<file path="src/rtl/wlock_pkg.sv">
package wlock_pkg;

   typedef enum logic [1:0] {
      KS_IDLE = 2'd0,
      KS_S1   = 2'd1,
      KS_S2   = 2'd2,
      KS_S3   = 2'd3
   } key_st_e;

   localparam logic [1:0] CODE_LOCK = 2'b10;
   localparam logic [1:0] KEY_1     = 2'b00;
   localparam logic [1:0] KEY_2     = 2'b01;
   localparam logic [1:0] KEY_3     = 2'b11;
   localparam logic [1:0] KEY_4     = 2'b10;

endpackage

</file>
<file path="src/rtl/wlock_keyseq.sv">
module wlock_keyseq
   import wlock_pkg::*;
(
   input  logic       clk,
   input  logic       rst_n,
   input  logic       fld_wr,
   input  logic [1:0] fld_val,
   output logic       key_done
);

   key_st_e st_q, st_d;

   always_comb begin
      st_d     = st_q;
      key_done = 1'b0;
      if (fld_wr) begin
         unique case (st_q)
            KS_S3:   if (fld_val == KEY_4) begin
                        key_done = 1'b1;
                        st_d     = KS_IDLE;
                     end else st_d = (fld_val == KEY_1) ? KS_S1 : KS_IDLE;
            KS_S2:   st_d = (fld_val == KEY_3) ? KS_S3 :
                            (fld_val == KEY_1) ? KS_S1 : KS_IDLE;
            KS_S1:   st_d = (fld_val == KEY_2) ? KS_S2 :
                            (fld_val == KEY_1) ? KS_S1 : KS_IDLE;
            default: st_d = (fld_val == KEY_1) ? KS_S1 : KS_IDLE;
         endcase
      end
   end

   always_ff @(posedge clk or negedge rst_n) begin
      if (!rst_n) st_q <= KS_IDLE;
      else        st_q <= st_d;
   end

endmodule

</file>
<file path="src/rtl/wlock_sectimer.sv">
module wlock_sectimer #(
   parameter int LIMIT = 2
) (
   input  logic clk,
   input  logic rst_n,
   input  logic run,
   input  logic restart,
   input  logic tick_rise,
   output logic expire
);

   localparam int CNT_W = $clog2(LIMIT + 1);
   localparam logic [CNT_W-1:0] LAST = CNT_W'(LIMIT - 1);

   logic [CNT_W-1:0] cnt_q;

   if (LIMIT < 1) begin : g_bad_limit
      $error("wlock_sectimer: LIMIT must be at least 1");
   end

   assign expire = run && tick_rise && !restart && (cnt_q == LAST);

   always_ff @(posedge clk or negedge rst_n) begin
      if (!rst_n)                  cnt_q <= '0;
      else if (restart || !run)    cnt_q <= '0;
      else if (tick_rise)          cnt_q <= (cnt_q == LAST) ? '0 : cnt_q + 1'b1;
   end

endmodule

</file>
<file path="src/rtl/wlock_guard.sv">
module wlock_guard
   import wlock_pkg::*;
#(
   parameter int ADDR_W      = 8,
   parameter int DATA_W      = 8,
   parameter int PROT_BASE   = 0,
   parameter int PROT_SPAN   = 32,
   parameter int CTRL_OFS    = 0,
   parameter int LOCK_LSB    = 0,
   parameter int BOOT_SECS   = 15,
   parameter int RELOCK_SECS = 2,
   parameter bit TICK_EDGE   = 1'b1
) (
   input  logic              clk,
   input  logic              rst_n,
   input  logic [ADDR_W-1:0] bus_addr,
   input  logic              bus_wr,
   input  logic              bus_rd,
   input  logic [DATA_W-1:0] bus_wdata,
   input  logic              tick_1hz,
   output logic              prot_wr_en,
   output logic              xfer_err,
   output logic              locked
);

   localparam logic [ADDR_W:0]   BASE_X    = (ADDR_W+1)'(PROT_BASE);
   localparam logic [ADDR_W:0]   SPAN_X    = (ADDR_W+1)'(PROT_SPAN);
   localparam logic [ADDR_W-1:0] CTRL_ADDR = ADDR_W'(PROT_BASE + CTRL_OFS);

   if (PROT_SPAN < 1 || PROT_BASE + PROT_SPAN > (1 << ADDR_W)) begin : g_bad_window
      $error("wlock_guard: protected window does not fit the address space");
   end
   if (CTRL_OFS < 0 || CTRL_OFS >= PROT_SPAN) begin : g_bad_ctrl
      $error("wlock_guard: control register must lie inside the window");
   end
   if (LOCK_LSB < 0 || LOCK_LSB + 2 > DATA_W) begin : g_bad_field
      $error("wlock_guard: lock field must fit in the data word");
   end

   // ---- address decode ----
   logic [ADDR_W:0] addr_off;
   logic            in_space, is_ctrl, fld_wr;
   logic [1:0]      fld_val;
   logic            unused_wdata;

   assign addr_off     = {1'b0, bus_addr} - BASE_X;
   assign in_space     = addr_off < SPAN_X;
   assign is_ctrl      = bus_addr == CTRL_ADDR;
   assign fld_wr       = bus_wr && is_ctrl;
   assign fld_val      = bus_wdata[LOCK_LSB +: 2];
   assign unused_wdata = ^bus_wdata;

   // ---- tick edge ----
   logic tick_rise;
   if (TICK_EDGE) begin : g_tick_edge
      logic tick_q;
      always_ff @(posedge clk or negedge rst_n) begin
         if (!rst_n) tick_q <= 1'b0;
         else        tick_q <= tick_1hz;
      end
      assign tick_rise = tick_1hz && !tick_q;
   end else begin : g_tick_pulse
      assign tick_rise = tick_1hz;
   end

   // ---- key tracker ----
   logic key_done;
   wlock_keyseq u_seq (
      .clk      (clk),
      .rst_n    (rst_n),
      .fld_wr   (fld_wr),
      .fld_val  (fld_val),
      .key_done (key_done)
   );

   // ---- timeouts ----
   logic locked_q, locked_d;
   logic boot_act_q, relock_arm_q;
   logic boot_exp, relock_exp;

   wlock_sectimer #(.LIMIT(BOOT_SECS)) u_boot (
      .clk       (clk),
      .rst_n     (rst_n),
      .run       (boot_act_q),
      .restart   (1'b0),
      .tick_rise (tick_rise),
      .expire    (boot_exp)
   );

   wlock_sectimer #(.LIMIT(RELOCK_SECS)) u_relock (
      .clk       (clk),
      .rst_n     (rst_n),
      .run       (relock_arm_q),
      .restart   (key_done),
      .tick_rise (tick_rise),
      .expire    (relock_exp)
   );

   // ---- lock state ----
   logic lock_req;
   assign lock_req = fld_wr && (fld_val == CODE_LOCK) && !key_done;

   always_comb begin
      if (key_done)                             locked_d = 1'b0;
      else if (lock_req || boot_exp || relock_exp) locked_d = 1'b1;
      else                                      locked_d = locked_q;
   end

   always_ff @(posedge clk or negedge rst_n) begin
      if (!rst_n) begin
         locked_q     <= 1'b0;
         boot_act_q   <= 1'b1;
         relock_arm_q <= 1'b0;
      end else begin
         locked_q     <= locked_d;
         boot_act_q   <= boot_act_q && !locked_d && !key_done;
         relock_arm_q <= key_done || (relock_arm_q && !locked_d);
      end
   end

   // ---- bus outputs ----
   assign locked     = locked_q;
   assign prot_wr_en = bus_wr && in_space && !locked_q;
   assign xfer_err   = (bus_wr || bus_rd) && in_space && locked_q && !fld_wr;

endmodule

</file>
<file path="config.mk">
export PLATFORM = sky130hd
export DESIGN_NAME = wlock_guard
export DESIGN_NICKNAME = d
export VERILOG_FILES = /design/src/rtl/wlock_pkg.sv /design/src/rtl/wlock_keyseq.sv /design/src/rtl/wlock_sectimer.sv /design/src/rtl/wlock_guard.sv
export SDC_FILE = /design/constraint.sdc
export NUM_CORES = 1
export LEC_CHECK = 0
export BUFFER_PORTS_ARGS = -buffer_cell sky130_fd_sc_hd__buf_2
export CORE_MARGIN = 2
export CORE_UTILIZATION = 51
export CTS_BUF_LIST = sky130_fd_sc_hd__clkbuf_8
export DETAILED_ROUTE_END_ITERATION = 16
export PLACE_DENSITY = 0.83
export SYNTH_ARGS = -nofsm -noshare
export SYNTH_HDL_FRONTEND = slang
export SYNTH_HIERARCHICAL = 1
export SYNTH_SLANG_ARGS = --single-unit
</file>
<file path="constraint.sdc">
create_clock -name clk -period 1.75 [get_ports clk]
set_clock_uncertainty 0.2 [all_clocks]
set_input_delay 0.2625 -clock clk [delete_from_list [all_inputs] [get_ports clk]]
set_output_delay 0.2625 -clock clk [all_outputs]
set_load 0.005 [all_outputs]
</file>
==> results.ini <==
[yosys]
synth_area_leaders=dfrtp_1, ha_1, dfstp_2, o21ai_0, a21oi_1
synth_seq_cells=12
ys_warn_count=6
yosys.area.top_type=dfrtp_1
ys_types=35
synthesis.nets=97
syn_area_sq_um=723
avgSynthCellArea_sq_um=10.2
syn-instance-count=71
yosysSeqAreaShare=0.417
synth_top_cell_area_share=0.381

[cts]
cts-root-buf=clkbuf_8
cts_sinks=12
cts_buffers=3
clkLatencyLatePin_ns=0.24
cts_max_level=1
cts_buffer_depth=2
clk_pin_slew_ns=0.05
cts_tree=built

[worst_setup_path]
cp-start-kind=input pin
crit_required_ns=1.73
critical_path_arrival_ns=1.87
cp-end-kind=flop
rrSetupSlack_ns=0.08
crit_fanout=3
crit_type=in -> reg

[die]
rows=13
die_x_microns=41.7
die_h_microns=41.7
coreArea_sq_mm=0.00132
ios=24
initial_core_util=0.549
dieArea_sq_mm=0.00174

[timing]
finalHoldViolations=0
finalCritPeriodShare=1.08
rsz0062_at_grt=true
whs_ns=0.226
fin_tns_setup_ns=-0.344
fmax_mhz=530
setup_viol=3
finalCriticalPeriod_ns=1.89
slew_violations=0
setup_ws_ns=-0.138

[routing]
vias_per_cell=5.57
firstDrtPassIters=4
vias=663
antenna_left=0
drtIter0Drc=7
drc=0
wl_per_cell_microns=13.5
wirelength_microns=1610

[layout]
antennaDiodeCount=0
nNetsFinal=131
postLayoutCoreUtil=0.765
syn2layout_area_growth_pct=39.4
drive_above_1_share=0.442

[flow_run]
max_cap_viol_count=0

[worst_hold_path]
hold_path.class=in -> async

[outcome]
status=finished with violations
failed_checks=setup timing

[place]
port_buffers=17
place_congestion=0.786
dp_hpwl_microns=1130

[power]
p_total_mw=0.600
p_per_area_mw_per_mm2=595
ir_drop_v=0.000550
power_leakage_nw=0.472

[global_routing]
grt_max_degree=13
grt_pass1_vias=659
grt_antenna_before_repair=0
grt_overflow_total=0
grt_pass1_wl_microns=2700
grtUsageTotal=0.207

[where the power goes]
group	switching, mW	total, mW	internal (mW)
registers	0.00233	0.283	0.281
clock network	0.0965	0.251	0.154
logic	0.0304	0.0664	0.0360
[cell usage after synthesis]
| cell | instances |
|---|---|
| a21oi_1 | 4 |
| a21oi_2 | 1 |
| a311o_1 | 1 |
| a31o_1 | 1 |
| and3_2 | 1 |
| and4_2 | 1 |
| and4b_1 | 2 |
| conb_1 | 1 |
| dfrtp_1 | 11 |
| dfstp_2 | 1 |
| ha_1 | 5 |
| inv_1 | 4 |
| inv_2 | 1 |
| mux2_4 | 1 |
| mux2i_1 | 1 |
| nand2_1 | 3 |
| nand2b_1 | 2 |
| nand2b_4 | 1 |
| nand3_1 | 2 |
| nand3b_1 | 2 |
| nand4_1 | 1 |
| nor2_1 | 3 |
| nor2b_1 | 2 |
| nor3_1 | 4 |
| nor3_2 | 1 |
| nor3b_1 | 1 |
| o2111ai_1 | 1 |
| o21ai_0 | 5 |
| o21ai_2 | 1 |
| o31ai_1 | 1 |
| or2_2 | 1 |
| or3_1 | 1 |
| or4_4 | 1 |
| or4b_4 | 1 |
| xnor2_1 | 1 |
[area by class of cell]
| type | instances | area [sq um] |
|---|---|---|
| Clock buffer | 3 | 41.3 |
| Inverter | 5 | 18.8 |
| Multi-Input combinational cell | 54 | 438 |
| Timing Repair Buffer | 29 | 186 |
| Sequential cell | 12 | 302 |
| Fill cell | 85 | 309 |
| Clock inverter | 1 | 3.75 |
| Tap cell | 15 | 18.8 |
[per-stage QoR]
stage,cell area [sq um],setup WS [ns],cells
CTS,983,-0.0865,118
floorplan,741,-0.219,71
detailed placement,890,-0.350,109
global placement,890,-0.307,109
finish,1010,-0.138,119
global route,1010,-0.227,119
[metal layers]
layer	vias up	part of all wire	global-route usage
li1	322	-	-
met1	320	0.41	0.218
met2	14	0.53	0.356
met3	7	0.033	0.0522
met4	0	0.033	0.142
met5	-	0	0
[critical path, cell delays in order]
cell and delay, ns:
buf_6 0.09, or4b_4 0.56, nor3_4 0.15, and4_4 0.24, nand2b_4 0.14, nor3_4 0.05
nor3_4 0.16, and4b_1 0.22
[worst paths after layout]
path                                    to               start  depth (start not counted)
max                             boot_act_q         bus_addr[4]                          8
min                        u_boot/cnt_q[3]               rst_n                          2
max reg2reg                   relock_arm_q  g_tick_edge.tick_q                          5
min reg2reg                     boot_act_q          boot_act_q                          1
max in group asynchronous       boot_act_q               rst_n                          2
min in group clk                    locked         bus_addr[4]                          4
[state kept, by name (all words and copies together) (netlist names)]
signal and flops:
u_relock/cnt_q 2, boot_act_q 1, g_tick_edge.tick_q 1, locked 1, relock_arm_q 1, u_seq/st_q 2
u_boot/cnt_q 4
[placed cells by master, fill, tap and decap left out, types with 3 or more instances in the layout]
| cell | count |
|---|---|
| buf_2 | 16 |
| dfrtp_1 | 11 |
| buf_4 | 10 |
| ha_1 | 5 |
| a21oi_1 | 4 |
| inv_1 | 4 |
| nor3_4 | 3 |
| nor2_1 | 3 |
| o21ai_0 | 3 |
| clkbuf_8 | 3 |
| nand2_1 | 3 |
[what timing repair did]
action / 4_1_cts / 5_1_grt
hold endpoints to repair: 13 / 0
resized for setup: 1 / 6
pin swaps: 2 / 3
endpoints found under the setup margin: 3 / 7
hold buffers: 2 / 0
buffers inserted: 3 / 3
[kinds of logic after synthesis]
logic type	Yosys count	synth area share
xor+xnor	1	0.0121
fa+ha+maj	5	0.0865
buf+inv	5	0.0259
simple gates	30	0.284
compound gates	15	0.135
other cells	1	0.00519
mux	2	0.0346
flops	12	0.417
No activity file was read; power rests on OpenSTA's default activity.
